--- src/rtl/pinbank_pkg.sv ---
// Shared constants for the GPIO bank: word addresses and detection style codes.
// Assumes a word-addressed bus with full 32-bit transfers only.
package pinbank_pkg;
    localparam int FIELD_W        = 3;
    localparam int FIELDS_PER_REG = 8;

    localparam int WA_OUT   = 0;
    localparam int WA_DIR   = 1;
    localparam int WA_IN    = 2;
    localparam int WA_STAT  = 3;
    localparam int WA_STYLE = 4;  // first style register, next one follows

    localparam logic [FIELD_W-1:0] STY_HIGH = 3'd0;
    localparam logic [FIELD_W-1:0] STY_LOW  = 3'd1;
    localparam logic [FIELD_W-1:0] STY_RISE = 3'd2;
    localparam logic [FIELD_W-1:0] STY_FALL = 3'd3;
    localparam logic [FIELD_W-1:0] STY_ANY  = 3'd4;
endpackage

--- src/rtl/pinbank_sync.sv ---
// Two-flop synchroniser for a vector of asynchronous pin levels.
// Assumes each bit is independent; no cross-bit coherence is claimed.
module pinbank_sync #(
    parameter int WIDTH = 16
) (
    input  logic             clk,
    input  logic             rst_n,
    input  logic [WIDTH-1:0] async_in,
    output logic [WIDTH-1:0] sync_out
);
    logic [WIDTH-1:0] stage1;

    // Two register stages, cleared in reset.
    always_ff @(posedge clk) begin
        if (!rst_n) begin
            stage1   <= '0;
            sync_out <= '0;
        end else begin
            stage1   <= async_in;
            sync_out <= stage1;
        end
    end
endmodule

--- src/rtl/pinbank_detect.sv ---
// Per-pin event detector: turns a synchronised level and a 3-bit style into
// one status bit. Level styles track, edge styles latch until cleared.
// Assumes lvl is already synchronous to clk.
module pinbank_detect
    import pinbank_pkg::*;
(
    input  logic               clk,
    input  logic               rst_n,
    input  logic [FIELD_W-1:0] style,
    input  logic               lvl,
    input  logic               clr,
    output logic               status
);
    logic prev;
    logic hit;
    logic tracks_level;

    // Decode the style into a raw hit and whether the bit tracks a level.
    always_comb begin
        hit          = 1'b0;
        tracks_level = 1'b0;
        case (style)
            STY_HIGH: begin tracks_level = 1'b1; hit = lvl;  end
            STY_LOW:  begin tracks_level = 1'b1; hit = !lvl; end
            STY_RISE: hit = lvl && !prev;
            STY_FALL: hit = !lvl && prev;
            STY_ANY:  hit = lvl ^ prev;
            default:  hit = 1'b0;
        endcase
    end

    // Keep the previous sample and update status; a new edge beats a clear.
    always_ff @(posedge clk) begin
        if (!rst_n) begin
            prev   <= 1'b0;
            status <= 1'b0;
        end else begin
            prev <= lvl;
            if (tracks_level)
                status <= hit;
            else if (hit)
                status <= 1'b1;
            else if (clr)
                status <= 1'b0;
        end
    end

    p_rise_sets_r7: assert property (@(posedge clk) disable iff (!rst_n)
        (style == STY_RISE && lvl && !prev) |=> status);
    p_fall_sets_r7: assert property (@(posedge clk) disable iff (!rst_n)
        (style == STY_FALL && !lvl && prev) |=> status);
    p_high_follows_r6: assert property (@(posedge clk) disable iff (!rst_n)
        (style == STY_HIGH) |=> (status == $past(lvl)));
    p_sticky_hold_r9: assert property (@(posedge clk) disable iff (!rst_n)
        (!tracks_level && status && !clr) |=> status);
    p_disabled_quiet_r10: assert property (@(posedge clk) disable iff (!rst_n)
        (style > STY_ANY && !status) |=> !status);
endmodule

--- src/rtl/pinbank_gpio.sv ---
// GPIO bank top: output, direction, synchronised input, sticky/level status
// and per-pin style registers on a word-addressed bus; one irq line per pin.
// Assumes NPINS <= 16 (two style registers) and whole-word transfers.
module pinbank_gpio
    import pinbank_pkg::*;
#(
    parameter int NPINS   = 16,
    parameter int WADDR_W = 4,
    parameter int DATA_W  = 32
) (
    input  logic               clk,
    input  logic               rst_n,
    input  logic               bus_wen,
    input  logic [WADDR_W-1:0] bus_addr,
    input  logic [DATA_W-1:0]  bus_wdata,
    output logic [DATA_W-1:0]  bus_rdata,
    input  logic [NPINS-1:0]   pin_in,
    output logic [NPINS-1:0]   pin_out,
    output logic [NPINS-1:0]   pin_oe_n,
    output logic [NPINS-1:0]   pin_irq
);
    localparam int NSTYLE    = (NPINS + FIELDS_PER_REG - 1) / FIELDS_PER_REG;
    localparam int STYLE_W   = FIELDS_PER_REG * FIELD_W;

    logic [NPINS-1:0]                out_q;
    logic [NPINS-1:0]                dir_q;
    logic [NSTYLE-1:0][STYLE_W-1:0]  style_q;
    logic [NPINS-1:0]                lvl_s;
    logic [NPINS-1:0]                stat;
    logic [NPINS-1:0]                clr_vec;
    logic                            wr_out, wr_dir, wr_stat;

    assign wr_out  = bus_wen && (bus_addr == WADDR_W'(WA_OUT));
    assign wr_dir  = bus_wen && (bus_addr == WADDR_W'(WA_DIR));
    assign wr_stat = bus_wen && (bus_addr == WADDR_W'(WA_STAT));
    assign clr_vec = wr_stat ? bus_wdata[NPINS-1:0] : '0;

    // Output data and active-low drive enable registers.
    always_ff @(posedge clk) begin
        if (!rst_n) begin
            out_q <= '0;
            dir_q <= '1;
        end else begin
            if (wr_out) out_q <= bus_wdata[NPINS-1:0];
            if (wr_dir) dir_q <= bus_wdata[NPINS-1:0];
        end
    end

    generate
        for (genvar t = 0; t < NSTYLE; t++) begin : g_style
            // One style register holding FIELDS_PER_REG fields.
            always_ff @(posedge clk) begin
                if (!rst_n)
                    style_q[t] <= '0;
                else if (bus_wen && bus_addr == WADDR_W'(WA_STYLE + t))
                    style_q[t] <= bus_wdata[STYLE_W-1:0];
            end
        end
    endgenerate

    pinbank_sync #(.WIDTH(NPINS)) sync_i (
        .clk      (clk),
        .rst_n    (rst_n),
        .async_in (pin_in),
        .sync_out (lvl_s)
    );

    generate
        for (genvar i = 0; i < NPINS; i++) begin : g_pin
            localparam int REG = i / FIELDS_PER_REG;
            localparam int POS = (i % FIELDS_PER_REG) * FIELD_W;
            pinbank_detect det_i (
                .clk    (clk),
                .rst_n  (rst_n),
                .style  (style_q[REG][POS +: FIELD_W]),
                .lvl    (lvl_s[i]),
                .clr    (clr_vec[i]),
                .status (stat[i])
            );
        end
    endgenerate

    // Read multiplexer; unmapped words and unused bits return zero.
    always_comb begin
        bus_rdata = '0;
        case (bus_addr)
            WADDR_W'(WA_OUT):  bus_rdata[NPINS-1:0] = out_q;
            WADDR_W'(WA_DIR):  bus_rdata[NPINS-1:0] = dir_q;
            WADDR_W'(WA_IN):   bus_rdata[NPINS-1:0] = lvl_s;
            WADDR_W'(WA_STAT): bus_rdata[NPINS-1:0] = stat;
            default: begin
                for (int t = 0; t < NSTYLE; t++)
                    if (bus_addr == WADDR_W'(WA_STYLE + t))
                        bus_rdata[STYLE_W-1:0] = style_q[t];
            end
        endcase
    end

    assign pin_out  = out_q;
    assign pin_oe_n = dir_q;
    assign pin_irq  = stat;

    p_out_write_r3: assert property (@(posedge clk) disable iff (!rst_n)
        wr_out |=> (pin_out == $past(bus_wdata[NPINS-1:0])));
    p_dir_write_r3: assert property (@(posedge clk) disable iff (!rst_n)
        wr_dir |=> (pin_oe_n == $past(bus_wdata[NPINS-1:0])));
    p_irq_quiet_r11: assert property (@(posedge clk) disable iff (!rst_n)
        (pin_irq == '0 && !wr_stat && $stable(pin_in) && $stable(lvl_s)
         && $stable(style_q) && lvl_s == '0 && style_q == '0)
        |=> (pin_irq == '0));
endmodule

--- config.mk ---
export PLATFORM = sky130hd
export DESIGN_NAME = pinbank_gpio
export DESIGN_NICKNAME = d
export VERILOG_FILES = /design/src/rtl/pinbank_pkg.sv /design/src/rtl/pinbank_sync.sv /design/src/rtl/pinbank_detect.sv /design/src/rtl/pinbank_gpio.sv
export SDC_FILE = /design/constraint.sdc
export NUM_CORES = 1
export LEC_CHECK = 0
export BUFFER_PORTS_ARGS = -buffer_cell sky130_fd_sc_hd__clkbuf_2
export CORE_ASPECT_RATIO = 0.7
export CORE_UTILIZATION = 45
export DETAILED_ROUTE_END_ITERATION = 6
export PLACE_DENSITY = 0.64
export SLEW_MARGIN = 30
export SYNTH_ARGS = -nofsm -noshare
export SYNTH_HDL_FRONTEND = slang
export SYNTH_SLANG_ARGS = --single-unit
--- constraint.sdc ---
create_clock -name clk -period 2 [get_ports clk]
set_input_delay 0.4 -clock clk [delete_from_list [all_inputs] [get_ports clk]]
set_output_delay 0.4 -clock clk [all_outputs]
set_load 0.005 [all_outputs]
======== Word-level counts from Yosys, hierarchy flattened ========
Cells that the tools add are included.
word-level totals
  flip-flop bits (word level) ............. 144
  input bits .............................. 55
  output and inout bits ................... 80
  word-level logic and storage cells ...... 327
operators by class
  equal/unequal tests ..................... 69
  muxes and demuxes ....................... 85
  bitwise gates (word level) .............. 16
  reduce and logical (&&, ||, !) cells .... 119
operator list
  operator              number
  $eq A3 B2 Y1 const B  32
  $pmux W1 S5           16
  $mux W1               64
  $pmux W16 S4          1
  $eq A3 B1 Y1 const B  16
  $eq A3 B3 Y1 const B  16
  $logic_not A3 Y1      16
  $mux W24              2
  $reduce_bool A3 Y1    16
  $logic_and A1 B1 Y1   37
  $logic_not A1 Y1      32
  $reduce_or A2 Y1      16
  $mux W16              1
  $xor A1 B1 Y1         16
  $eq A4 B2 Y1 const B  2
  $eq A4 B3 Y1 const B  2
  $mux W8               1
  $eq A4 B1 Y1 const B  1
  $logic_not A4 Y1      1
  $reduce_or A4 Y1      1

======== Logic depth before layout (Yosys ltp) ========
Gate-level depths: netlist (run 1).
  depth in word-level cells ............... 6
  gate-level depth with buffers ........... 6
  mapped depth without buffers ............ 5

======== By module ========
From an unflattened synthesis (run 1), not the netlist that was laid out.
second synthesis, totals
  cells, all modules ...................... 816
  area total of the unflattened synthesis .. 7347.0 µm²
by module, submodules not included
  module                                times used  cells each  area an instance (µm²)  seq. area each (µm²)
  pinbank_gpio                          1           506         4301.6                  1601.5
  pinbank_detect at g_pin[0].det_i ...  15          15          133.9                   40.0
  pinbank_sync                          1           67          895.9                   640.6
  pinbank_detect at g_pin[5].det_i      1           18          141.4                   40.0

======== Worst setup path after synthesis (run 1) ========
No wires, ideal clock.
  kind .................................... input to output
  start point ............................. input port bus_addr[0]
  end point ............................... output port bus_rdata[0]
  arrival ................................. 1468 ps
  data required time ...................... 1600 ps
  setup slack ............................. 132 ps
  stages .................................. 5
  path buffers ............................ 2
  path through ............................ buf_2 nor4b_4 buf_2 a22oi_1 a211oi_1
on the way
  longest elaborated chain between the ends .. 4
  elaborated cells between the ends (all ways) .. 9
  classes of those cells .................. eq/ne (5); mux (3); reduce/logical (1)
ends and longest elaborated chain
  what                   line                text
  start: declaration     pinbank_gpio.sv:14  input logic [WADDR_W-1:0] bus_addr,
  $eq A4 B3 Y1           pinbank_gpio.sv:93  if (bus_addr == WADDR_W'(WA_STYLE + t))
  $mux W24 (2 in a row)  pinbank_gpio.sv:93
  $pmux W16 S4 (*)       pinbank_gpio.sv:86  case (bus_addr)
  end: declaration       pinbank_gpio.sv:16  output logic [DATA_W-1:0] bus_rdata,
Every way passes the cells marked *; elsewhere a longest branch is shown, timed or not.

======== Worst setup path after layout (run 1) ========
  start point ............................. input port bus_addr[3]
  end point ............................... output port bus_rdata[5]
Same word-level chain as after synthesis.

==> results of run 1 <==
==> state kept, by name (all words and copies together), names as in the netlist <==
signal              count
g_pin.det_i.prev       16
g_pin.det_i.status     16
pin_oe_n               16
pin_out                16
style_q                48
sync_i.stage1          16
sync_i.sync_out        16
==> worst min-delay path by stage <==
stage | startpoint | to | slack [ns] | depth (start not counted)
6_report | pin_in[13] | sync_i.stage1[13] | 0.17 | 2
2_1_floorplan | sync_i.stage1[0] | sync_i.sync_out[0] | 0.41 | 1
4_1_cts | pin_in[15] | sync_i.stage1[15] | 0.17 | 2
5_1_grt | pin_in[15] | sync_i.stage1[15] | 0.16 | 2
3_5_place_dp | sync_i.stage1[15] | sync_i.sync_out[15] | 0.42 | 1
3_3_place_gp | sync_i.stage1[14] | sync_i.sync_out[14] | 0.41 | 1
==> metrics by stage <==
stage,std cells,utilization
after detailed placement,1174,0.5374
after global routing,1207,0.6001
after floorplan,869,-
after global placement,1174,0.5374
final,1207,0.6001
after CTS,1207,0.5940
==> power by group <==
group / total [uW] / internal (uW) / switching [uW] / leakage, uW
registers: 3030 / 2940 / 88.3 / 0.00117
clock network: 3290 / 1890 / 1400 / 0.000292
logic: 841 / 375 / 466 / 0.00252
==> layer usage <==
layer / vias to the layer above / wire length [um]
met2: 374 / 9865
li1: 3269 / -
met5: - / 0
met1: 3340 / 10900
met4: 0 / 252
met3: 23 / 2215
==> placed cells by master, fill, tap and decap left out, drive strengths merged, types with 17 or more instances in the layout <==
cell type  count
and2          49
o21ai         96
a21boi        64
ha            32
buf           80
clkbuf       120
nor2          25
nand3        112
mux2i         24
nor2b         17
inv           40
dfxtp        144
==> cells by family after synthesis <==
logic type                 share of synthesized area
AOI/OAI and AO/OA                             0.2580
and+or+nand+nor                               0.1665
DFF                                           0.3870
buffers and inverters                        0.08315
adders and majority gates                    0.05375
muxes                                        0.03225
xor gates and xnor gates                     0.01881
other                                      0.0005035
==> layout make-up <==
| cell class | instances | area [sq um] | share of cell area |
|---|---|---|---|
| multi-input combinational | 597 | 4257 | 0.4480 |
| sequential | 144 | 2883 | 0.3034 |
| timing repair buffer | 182 | 1366 | 0.1438 |
| clock buffer | 18 | 429.2 | 0.04517 |
| tap | 220 | 275.3 | 0.02897 |
| clock inverter | 14 | 171.4 | 0.01804 |
| inverter | 32 | 120.1 | 0.01264 |
==> repair_timing <==
| item | CTS | global route |
|---|---|---|
| setup buffers | 1 | 0 |
| pin swaps | 22 | 9 |
| gates resized for setup | 57 | 28 |
| gates cloned | 0 | 0 |
| setup endpoints to repair | 24 | 16 |
==> impl.org, run 1 <==
** Final layout
- Layout cells sized above 1 :: 0.2675
- With fillers left out, the area of the finished cells amounts to 9502 sq um.
- Count of nets after finishing :: 1061
- Post-synthesis to final-layout area growth :: 27.57%
- Fill cell count :: 1376
- The number of antenna diodes in the final layout is 0.

** Synth
- Post-Synthesis Cells :: 862
- Counting flops and latches in the post-synthesis netlist gives 144.
- For this run, the number of Yosys warnings is 0.
- Post-Syn Area :: 7448 sq um
- After synthesis, the share of flip-flops with an asynchronous set or reset is 0.
- Largest area contributor in the synthesized netlist :: dfxtp_1
- Average size of a mapped cell :: 8.641 sq um
- Top FF cell, synth :: dfxtp_1
- Ranking of synthesized cells by instance count :: 144 x dfxtp_1, 112 x nand3_1, 96 x o21ai_1
- Distinct cells, synth :: 34
- The share of the Yosys chip area taken by registers is 0.3870.
- Most frequent cell after synthesis :: dfxtp_1
- In this run, synthesis inferred 0 flip-flops with an integrated enable.
- Of the post-synthesis cell area, the dominant cell type holds 0.3870.
- Largest cells by area after synthesis :: dfxtp_1 39%, nand3_1 7.5%, o21ai_1 6.5%

** Drt
- In the routed design, unresolved DRC markers number 0.
- Final antenna-violating net count :: 0
- Wire per inst :: 19.25 um
- For this block, the via count after detailed routing is 7006.
- In the routed layout, each cell is associated on average with a via count of 5.804.
- After the first detailed-routing iteration, the DRC count stood at 608.
- Summed over all layers, the routed wires come to 23230 um.
- Detailed-routing iteration count for the pre-antenna-repair pass :: 5

** Clock tree
- The H-tree generated during clock tree synthesis spans 4 levels.
- Clock Path Buffers :: 2
- Hold buffer count at cts :: 0
- Clock-pin slew was measured on the worst setup and hold paths at 0.07 ns.
- Clock Sinks :: 144
- The later pin in the worst-skew pair is clocked with a latency of 0.43 ns.
- Clock tree synthesis inserted a total of 17 buffers.
- Clock tree from TritonCTS :: yes
- Clk Tree Root Cell :: clkbuf_16

** Worst setup path
- In this run the worst path has a maximum fanout of 5.
- Endpoint of the most critical register-to-register path :: g_pin[3].det_i.status
- The cell family contributing the most delay on the critical path is buffers and inverters.
- STA classifies the critical path endpoint as a primary output.
- Worst setup path startpoint :: bus_addr[3]
- In this run the critical register-to-register path is launched from sync_i.sync_out[3].
- Among all stages on the critical path, the largest delay is contributed by a221oi_1.
- Worst setup path endpoint :: bus_rdata[5]
- The critical path in this run is classified as in -> out.
- R2R depth :: 4
- Worst path depth :: 7
- The worst setup path is launched from a primary input.
- Reg2reg setup slack :: 0.77 ns
- At the worst endpoint, the required time is 1.60 ns.
- Traced cell by cell, the critical path runs through buf_2 > buf_8 > or2_4 > a221oi_1 > a211oi_2 > buf_4 > buf_6.
- The number of buffers and inverters on the critical path is 4.
- On the worst path, the slowest cell contributes a delay of 0.29 ns.
- Arrival time reported for the critical path endpoint :: 1.64 ns

** Timing
- Number of max-slew violations in the final report :: 0
- Dividing the final minimum period by the clock period gives 1.019.
- Finish-stage setup viols :: 4
- Hold timing on the final database bottoms out at a slack of 0.1715 ns.
- Final critical delay including setup and external delays :: 2.037 ns
- Setup repair after global routing could not meet its margin everywhere.
- Final TNS setup :: -0.06744 ns
- Final worst clock skew :: 0.01136 ns
- Post-route setup slack :: -0.03711 ns
- Based on the critical path, the design can be clocked at up to 490.9 MHz.
- The final count of hold timing violations came to 0.

** Global routing
- Met3 demand-to-capacity share in global routing :: 0.04809
- Global-route wire length before repair :: 36410 um
- The number of global-route vias before repair came to 6516.
- Total congestion overflow :: 0
- Most utilized layer in the global route result :: met2
- Met1 capacity usage during global routing :: 0.4128
- The initial antenna violation count is 0.
- Across every metal layer, demand over resource in global routing totals 0.2807.
- Maximum number of pins on one net before global-route repair :: 51
- GR met2 Demand/Resource :: 0.4158

** Floorplan
- Placeable core region :: 15830 sq um
- Measured along the x axis, the die boundary spans 155.8 um.
- The floorplan step defined a die boundary enclosing 17080 sq um.
- Row generation in the floorplan step produced 38 rows.
- Measured along the y axis, the die boundary spans 109.6 um.
- 135 I/O pins were placed.
- For this configuration, the core starts out at a cell density of 0.4704.

** Power
- Post-route total power :: 7166 uW
- For this design the ratio of total power to cell area is 754.2 nW/um^2.
- Standby leakage power :: 0.003989 uW
- Maximum ir drop on the vdd rail :: 0.4820 mV

** Job
- The tool flagged a number of max-cap violations equal to 0.

** Place
- Setup Slack @ Placement :: -0.1846 ns
- After detailed placement, the total cell area comes to 8508 sq um.
- Detailed placement finished with a half-perimeter wire length of 16000 um.
- In this run the tool buffered the top-level ports with 118 buffer cells.
- GPL Wtd Cong :: 0.8827

** Run status
- Violations in the final reports :: setup timing
- Outcome :: finished with violations

** Hold path
- Path type of the worst min-delay path :: in -> reg
Power figures use the tool's default switching activity.
==> run 2: changes to the inputs <==
--- a/config.mk
+++ b/config.mk
@@ -9,7 +9,7 @@
 export CORE_ASPECT_RATIO = 0.7
 export CORE_UTILIZATION = 45
 export DETAILED_ROUTE_END_ITERATION = 6
-export PLACE_DENSITY = 0.64
+export PLACE_DENSITY = 0.77
 export SLEW_MARGIN = 30
 export SYNTH_ARGS = -nofsm -noshare
 export SYNTH_HDL_FRONTEND = slang
==> run 2 against run 1 <==
The flow still finishes with violations (setup timing). Power is 1.5% lower. Global-route usage is 0.054 points higher. Final area is 1.4% lower. Sequential power hardly changed. Register-to-register slack better by 0.02 ns. Final cell count hardly changed. Hold slack better by 0.0043 ns. Flip-flop and latch count stayed put. Via count is 2.1% higher. Routed wire length is 1.3% higher. Die area stayed put. Highest routed layer unchanged.
==> impl.org, run 2 (same netlist as run 1, synthesis figures left out) <==
** Worst setup path
- Setup crit end kind :: primary output (unchanged)
- Buffers plus inverters on the worst setup path :: 5 (was 4)
- The slowest stage cell on the critical path is nor4b_4 (was a221oi_1).
- The critical path start-end classification is in -> out (unchanged).
- Max FO, Critical Path :: 5 (unchanged)
- The family with the most delay on the worst path was buffers and inverters (unchanged).
- The data arrival at the endpoint of the critical path was 1.66 ns (was 1.64 ns).
- The startpoint type of the worst setup path is a primary input (unchanged).
- Cells along the critical path :: clkbuf_16 > nor4b_4 > buf_4 > buf_6 > a22oi_2 > a211oi_2 > buf_4 > buf_6 (was buf_2 > buf_8 > or2_4 > a221oi_1 > a211oi_2 > buf_4 > buf_6)
- The endpoint required time on the critical path is 1.60 ns (about the same).
- R2R depth :: 4 (unchanged)
- Worst path depth :: 8 (was 7)
- The highest cell delay on the worst timing path came to 0.26 ns (was 0.29 ns).

** Timing
- Post-route setup slack :: -0.06257 ns (was -0.03711 ns)
- The clock period minus worst slack came to 2.063 ns (was 2.037 ns).
- The setup violation total in the final timing report was 16 (was 4).
- The number of max-slew violations in the final report came to 0 (unchanged).
- Final TNS setup :: -0.5104 ns (was -0.06744 ns)
- Unrepaired setup endpoints after global routing: true (unchanged).
- The portion of the clock cycle consumed by the worst path in the final layout came to 1.031 (was 1.019).
- Max-Slew Margin vs Limit :: 0.6618
- The final count of hold timing violations was 0 (unchanged).
- The clock skew is 0.01053 ns (was 0.01136 ns).
- The highest clock rate came to 484.8 MHz (was 490.9 MHz).
- Actual transition at the worst max-transition pin :: 0.5073 ns

** Power
- Power dissipated by switching net loads :: 1986 uW (was 1958 uW)
- Power density over cell area :: 753.4 nW/um^2 (was 754.2 nW/um^2)
- Maximum ir drop on the vdd rail :: 0.5133 mV (was 0.4820 mV)
- The standby leakage power came to 0.003948 uW (was 0.003989 uW).
- The total power consumption of the routed design is 7061 uW (was 7166 uW).
- The net switching fraction of the power came to 0.2812 (was 0.2732).
- Part of the power in the clock network :: 0.454 (was 0.459)
- The power share of the sequential group was 0.429 (was 0.423).
- Proportion of power drawn by combinational gates :: 0.117 (about the same)
- The internal power consumption came to 5076 uW (was 5208 uW).

** Floorplan
- Starting Density :: 0.4704 (unchanged)
- The count of boundary I/O pins came to 135 (unchanged).
- The horizontal die dimension was 155.8 um (unchanged).
- Floorplan die height :: 109.6 um (unchanged)
- The total core area came to 15830 sq um (unchanged).
- Cell Rows :: 38 (unchanged)
- The die area came to 17080 sq um (unchanged).

** Final layout
- Most frequent cells in the layout :: 144 x dfxtp_1, 112 x nand3_1, 105 x clkbuf_2 (was 144 x dfxtp_1, 112 x nand3_1, 100 x clkbuf_2)
- Count of nets after finishing :: 1060 (was 1061)
- The number of filler instances in the final layout came to 1364 (was 1376).
- Most frequent standard cell in the layout excluding fill and tap cells :: dfxtp_1 (unchanged)
- Antenna diode count :: 0 (unchanged)
- The register ranked first by flip-flop count was style_q (unchanged).
- Largest register FFs :: 48 (unchanged)
- Post-synthesis to final-layout area growth :: 25.84% (was 27.57%)
- The share of post-route cells with drive strength above 1 is 0.2637 (was 0.2675).

** Global routing
- GRT Total Usage :: 0.2813 (was 0.2807)
- The global-route met1 utilization is 0.3886 (was 0.4128).
- The global-route layer with the greatest usage is met2 (unchanged).
- Total congestion overflow :: 0 (unchanged)
- The global-route met2 utilization is 0.4228 (was 0.4158).
- The first-pass GRT wire length came to 36630 um (was 36410 um).
- The number of global-route vias before repair is 6725 (was 6516).
- The initial antenna violation count was 0 (unchanged).
- The pin count of the biggest net entering global routing is 46 (was 51).
- The met3 layer usage reported by global route came to 0.07292 (was 0.04809).

** Drt
- Routed WL :: 23530 um (was 23230 um)
- The overall via count from detail_route was 7155 (was 7006).
- The total DRC errors in the routed layout came to 0 (unchanged).
- Detailed-routing iteration count for the pre-antenna-repair pass :: 5 (unchanged)
- Final antenna-violating net count :: 0 (unchanged)
- Number of DRC violations after detailed-routing iteration 0 :: 800 (was 608)
- Wire per inst :: 19.51 um (was 19.25 um)
- The number of vias per cell after detailed routing is 5.933 (was 5.804).

** Place
- The half-perimeter wire length after detailed placement is 15990 um (was 16000 um).
- Number of buffers added on ports :: 118 (unchanged)
- The weighted congestion at the end of routability-driven global placement is 0.8731 (was 0.8827).

** Clock tree
- Worst-Skew Late Latency :: 0.43 ns (about the same)
- The TritonCTS clock tree was yes (unchanged).
- The number of CTS-inserted buffers is 17 (unchanged).
- The clock input transition at the sequential cells of the worst setup and hold paths was 0.07 ns (about the same).
- The sink count of the clock tree was 144 (unchanged).
- Hold buffer count at cts :: 0 (unchanged)
- The number of H-tree levels was 4 (unchanged).
- Clk Tree Root Cell :: clkbuf_16 (unchanged)
- The number of buffers between clock root and the deepest sink came to 2 (unchanged).

** Hold path
- Path type of the worst min-delay path :: in -> reg (unchanged)
- Number of cells on the worst hold path :: 2 (unchanged)

** Run status
- Violations in the final reports: setup timing (unchanged).
- Outcome :: finished with violations (unchanged)

** Job
- The total of max-cap violations is 0 (unchanged).
==> run 2: changes by cell type in the layout (fill, tap and decap cells not counted), sizes merged <==
cell / delta
buf: -8
bufinv: -1
clkbuf: +6
clkinv: +2
==> run 2: worst paths after layout <==
kind / slack (ns) / start / to
worst max-delay path: -0.06 / bus_addr[1] / bus_rdata[7]
worst min-delay path: 0.18 / pin_in[2] / sync_i.stage1[2]
worst max register to register: 0.79 / sync_i.sync_out[3] / g_pin[3].det_i.status
worst min register to register: 0.43 / sync_i.stage1[15] / sync_i.sync_out[15]
==> run 2: layout make-up <==
| cell class | instances | area (sq um) | share of cell area |
|---|---|---|---|
| clock inverters | 15 | 166.4 | 0.01775 |
| well taps | 220 | 275.3 | 0.02937 |
| repair buffers | 181 | 1269 | 0.1354 |
| clock buffers | 17 | 425.4 | 0.04539 |
| multi-input cells | 597 | 4234 | 0.4517 |
| flip-flops and latches | 144 | 2883 | 0.3076 |
| inverters | 32 | 120.1 | 0.01282 |
==> run 2: repair_timing <==
item | in CTS | in global routing
pin swaps | 20 | 2
cloned | 1 | 0
resized for setup | 52 | 16
setup endpoints to repair | 19 | 16
setup buffers | 2 | 0
hold endpoints to repair | 0 | 0
==> run 2: through the flow <==
step	hold slack (ns)	cell area, sq um	worst slack [ns]	util	instances
after floorplan	0.4119	7475	0.1324	-	869
after global placement	0.4133	8436	-0.2589	0.5328	1171
after detailed placement	0.4214	8436	-0.2275	0.5328	1171
after CTS	0.1579	9310	-0.03222	0.5880	1206
after global routing	0.1727	9373	-0.09818	0.5920	1206
final	0.1759	9373	-0.06257	0.5920	1206
==> run 2: power by group through the flow <==
stage / logic, uW / clock network, uW / registers, uW
after floorplan: 446 / 0 / 3050
after global placement: 726 / 0 / 3080
after detailed placement: 740 / 0 / 3090
after CTS: 794 / 3230 / 3030
after global routing: 881 / 3350 / 3040
final: 826 / 3200 / 3030
==> run 2: per-layer routing <==
layer / vias to the layer above / wire length [um]
li1: 3264 / -
met1: 3367 / 10150
met2: 467 / 10040
met3: 57 / 2781
met4: 0 / 548
met5: - / 0
==> run 2: worst register-to-register path: stages, from the launching register on <==
cell      delay (ns)
dfxtp_1         0.55
ha_1            0.31
nor2_1          0.08
o21bai_1        0.08
a31oi_1         0.12
==> run 3: changes to the inputs <==
--- a/config.mk
+++ b/config.mk
@@ -7,9 +7,9 @@
 export LEC_CHECK = 0
 export BUFFER_PORTS_ARGS = -buffer_cell sky130_fd_sc_hd__clkbuf_2
 export CORE_ASPECT_RATIO = 0.7
-export CORE_UTILIZATION = 45
+export CORE_UTILIZATION = 53
 export DETAILED_ROUTE_END_ITERATION = 6
-export PLACE_DENSITY = 0.77
+export PLACE_DENSITY = 0.86
 export SLEW_MARGIN = 30
 export SYNTH_ARGS = -nofsm -noshare
 export SYNTH_HDL_FRONTEND = slang
==> run 3 against run 2 <==
The run ends with DRC, setup timing left. Final area is 0.67% lower. Sequential share of layout area rose by 0.25 points. Clock skew hardly changed. Power shrank 1.8%. Critical endpoint is now bus_rdata[4]. Largest power group unchanged. Highest routed layer unchanged.
==> impl.org, run 3 (same netlist as run 1, synthesis figures left out) <==
** Floorplan
- The die area was 14540 sq um (was 17080 sq um).
- The count of boundary I/O pins is 135 (unchanged).
- The horizontal die dimension came to 143.7 um (was 155.8 um).
- Cell Rows :: 35 (was 38)
- Starting Density :: 0.5540 (was 0.4704)
- The total core area is 13440 sq um (was 15830 sq um).
- The die boundary height came to 101.2 um (was 109.6 um).

** Power
- Power dissipated by switching net loads :: 1980 uW (was 1986 uW)
- Standby leakage power :: 0.003903 uW (was 0.003948 uW)
- The internal power consumption is 4951 uW (was 5076 uW).
- The power per cell area was 744.5 nW/um^2 (was 753.4 nW/um^2).
- The total power consumption of the routed design was 6931 uW (was 7061 uW).
- The relative contribution of the clock network to total power came to 0.442 (was 0.454).
- The largest vdd supply drop is 0.5681 mV (was 0.5133 mV).
- The part of the power in combinational logic was 0.120 (was 0.117).
- The power share of the sequential group is 0.438 (was 0.429).
- Switching share of power :: 0.2857 (was 0.2812)

** Clock tree
- The sink count of the clock tree was 144 (unchanged).
- H-tree levels :: 4 (unchanged)
- The quantity of hold-fixing buffers added after cts is 0 (unchanged).
- The number of buffers between clock root and the deepest sink came to 2 (unchanged).
- The clock input transition at the sequential cells of the worst setup and hold paths was 0.07 ns (about the same).
- The clock insertion delay at the later pin of the skew report is 0.43 ns (about the same).
- The root buffer selected by CTS is clkbuf_16 (unchanged).
- Total clock buffers created by CTS :: 17 (unchanged)
- Clock tree from TritonCTS :: yes (unchanged)

** Global routing
- The global-route met1 utilization came to 0.4425 (was 0.3886).
- The initial antenna violation count was 0 (unchanged).
- The number of global-route vias before repair is 6813 (was 6725).
- The pin count of the biggest net entering global routing is 53 (was 46).
- GRT Total Usage :: 0.3331 (was 0.2813)
- The met3 layer usage reported by global route was 0.09645 (was 0.07292).
- Global-route wire length before repair :: 36530 um (was 36630 um)
- GR met2 Demand/Resource :: 0.4996 (was 0.4228)
- The global-route layer with the greatest usage is met2 (unchanged).
- Total congestion overflow :: 0 (unchanged)

** Worst setup path
- The origin of the critical flop-to-flop path was sync_i.sync_out[1] (was sync_i.sync_out[3]).
- Maximum cell stage delay along the critical path :: 0.36 ns (was 0.26 ns)
- Arrival time reported for the critical path endpoint :: 1.65 ns (was 1.66 ns)
- Critical-path cell with the highest stage delay :: nor4b_4 (unchanged)
- CP Class :: in -> out (unchanged)
- The family with the most delay on the worst path is buffers and inverters (unchanged).
- Reg2reg setup slack :: 0.68 ns (was 0.79 ns)
- Buffers plus inverters on the worst setup path :: 3 (was 5)
- The capture point of the worst path was bus_rdata[4] (was bus_rdata[7]).
- The endpoint type of the worst setup path is a primary output (unchanged).
- Max FO, Critical Path :: 8 (was 5)
- Worst path depth :: 6 (was 8)
- Cells along the critical path :: clkbuf_16 > nor4b_4 > buf_6 > a22oi_1 > a211oi_2 > clkbuf_2 (was clkbuf_16 > nor4b_4 > buf_4 > buf_6 > a22oi_2 > a211oi_2 > buf_4 > buf_6)
- The depth of the worst register-to-register path was 4 (unchanged).
- Worst Path Required :: 1.60 ns (about the same)
- Worst setup path startpoint :: bus_addr[1] (unchanged)
- The destination of the worst register-to-register timing path is g_pin[1].det_i.status (was g_pin[3].det_i.status).
- Startpoint class of the critical path :: primary input (unchanged)

** Timing
- Final TNS setup :: -0.2397 ns (was -0.5104 ns)
- The clock skew came to 0.01093 ns (was 0.01053 ns).
- Unrepaired setup endpoints after global routing :: true (unchanged)
- The number of max-slew violations in the final report was 0 (unchanged).
- The final count of hold timing violations came to 0 (unchanged).
- Tcrit/Tclk final :: 1.027 (was 1.031)
- The highest clock rate was 486.7 MHz (was 484.8 MHz).
- Finish-stage setup viols :: 9 (was 16)
- The clock period minus worst slack is 2.055 ns (was 2.063 ns).
- The setup slack after layout was -0.05486 ns (was -0.06257 ns).

** Hold path
- Number of cells on the worst hold path :: 2 (unchanged)
- The path category of the worst min-delay check was in -> reg (unchanged).

** Place
- GPL Wtd Cong :: 0.8936 (was 0.8731)
- Detailed Place HPWL :: 15320 um (was 15990 um)
- Number of buffers added on ports :: 118 (unchanged)
- The cell count after placement came to 1128 (was 1171).
- The worst setup timing slack at the placement stage was -0.1714 ns (was -0.2275 ns).

** Final layout
- Antenna diode count :: 0 (unchanged)
- The non-filler instance count after layout was 1163 (was 1206).
- The final net count came to 1052 (was 1060).
- Post-layout utilization of the core :: 0.6925 (was 0.5920)
- The most frequent standard cell in the layout excluding fill and tap cells is dfxtp_1 (unchanged).
- The number of flip-flops in the largest register came to 48 (unchanged).
- Most frequent cells in the layout: 141 x dfxtp_1, 112 x nand3_1, 100 x clkbuf_2 (was 144 x dfxtp_1, 112 x nand3_1, 105 x clkbuf_2).
- Register ranked first by flip-flop count :: style_q (unchanged)
- Post-synthesis to final-layout area growth :: 25.00% (was 25.84%)
- Layout cells sized above 1 :: 0.2607 (was 0.2637)
- Fill cell count :: 1014 (was 1364)

** Run status
- Outcome :: finished with violations (unchanged)
- Violations in the final reports: DRC, setup timing (was setup timing).

** Drt
- Detailed-routing iteration count for the pre-antenna-repair pass :: 7 (was 5)
- The number of vias per cell after detailed routing is 6.269 (was 5.933).
- The iteration-0 DRC count of the detailed router is 827 (was 800).
- The average wire per standard cell is 20.51 um (was 19.51 um).
- Detailed-route via count :: 7291 (was 7155)
- The total DRC errors in the routed layout was 6 (was 0).
- The wire length reported by the detailed router came to 23850 um (was 23530 um).
- The number of nets with antenna violations after detailed routing was 0 (unchanged).

** Job
- The total of max-cap violations was 0 (unchanged).
[run 3: cell count changes in the layout (fill, tap and decap cells not counted), sizes merged]
cell,before,now
clkbuf,126,119
buf,72,71
inv,40,41
bufinv,1,0
clkinv,5,3
clkinvlp,1,3
[run 3: power groups by stage]
stage          clock [uW]  combinational (uW)  sequential, uW
6_report             3060                 833            3030
5_1_grt              3230                 883            3040
4_1_cts              3070                 772            3030
3_5_place_dp            0                 724            3090
3_3_place_gp            0                 705            3080
2_1_floorplan           0                 446            3050
[run 3: how the worst min path moves through the flow]
stage / from / endpoint / slack [ns]
floorplan: sync_i.stage1[0] / sync_i.sync_out[0] / 0.41
global placement: sync_i.stage1[14] / sync_i.sync_out[14] / 0.41
detailed placement: sync_i.stage1[14] / sync_i.sync_out[14] / 0.42
CTS: pin_in[9] / sync_i.stage1[9] / 0.16
global route: pin_in[1] / sync_i.stage1[1] / 0.15
finish: pin_in[9] / sync_i.stage1[9] / 0.16
[run 3: per-layer routing]
layer	up-vias	share of wire
li1	3251	-
met1	3421	0.41
met2	497	0.43
met3	122	0.12
met4	0	0.042
met5	-	0
[run 3: layout make-up]
cell class	count	area [sq um]	share of cell area
clock buffer	17	425.4	0.04569
clock inverter	15	142.6	0.01532
inverter	32	120.1	0.01290
multi-input combinational	597	4234	0.4548
sequential	144	2887	0.3100
tap	185	231.5	0.02486
timing repair buffer	173	1270	0.1364
[run 3: worst reg2reg max path: stages (launching register included)]
cell,delay (ns)
dfxtp_1,0.48
ha_1,0.31
nor2_1,0.16
o21bai_1,0.12
a31oi_1,0.17
[run 3: repair_timing]
item                                   4_1_cts  5_1_grt
resized for setup                           43       40
setup buffers                                1        1
pin swaps                                   16       15
setup endpoints to repair                   17       18
cloned                                       0        1
endpoints found under the hold margin        0        0
[run 3: per-stage QoR]
step | cell area, sq um | hold WS [ns]
after global placement | 8357 | 0.4141
after CTS | 9150 | 0.1572
after detailed placement | 8357 | 0.4237
after floorplan | 7475 | 0.4119
after global routing | 9310 | 0.1510
final | 9310 | 0.1643
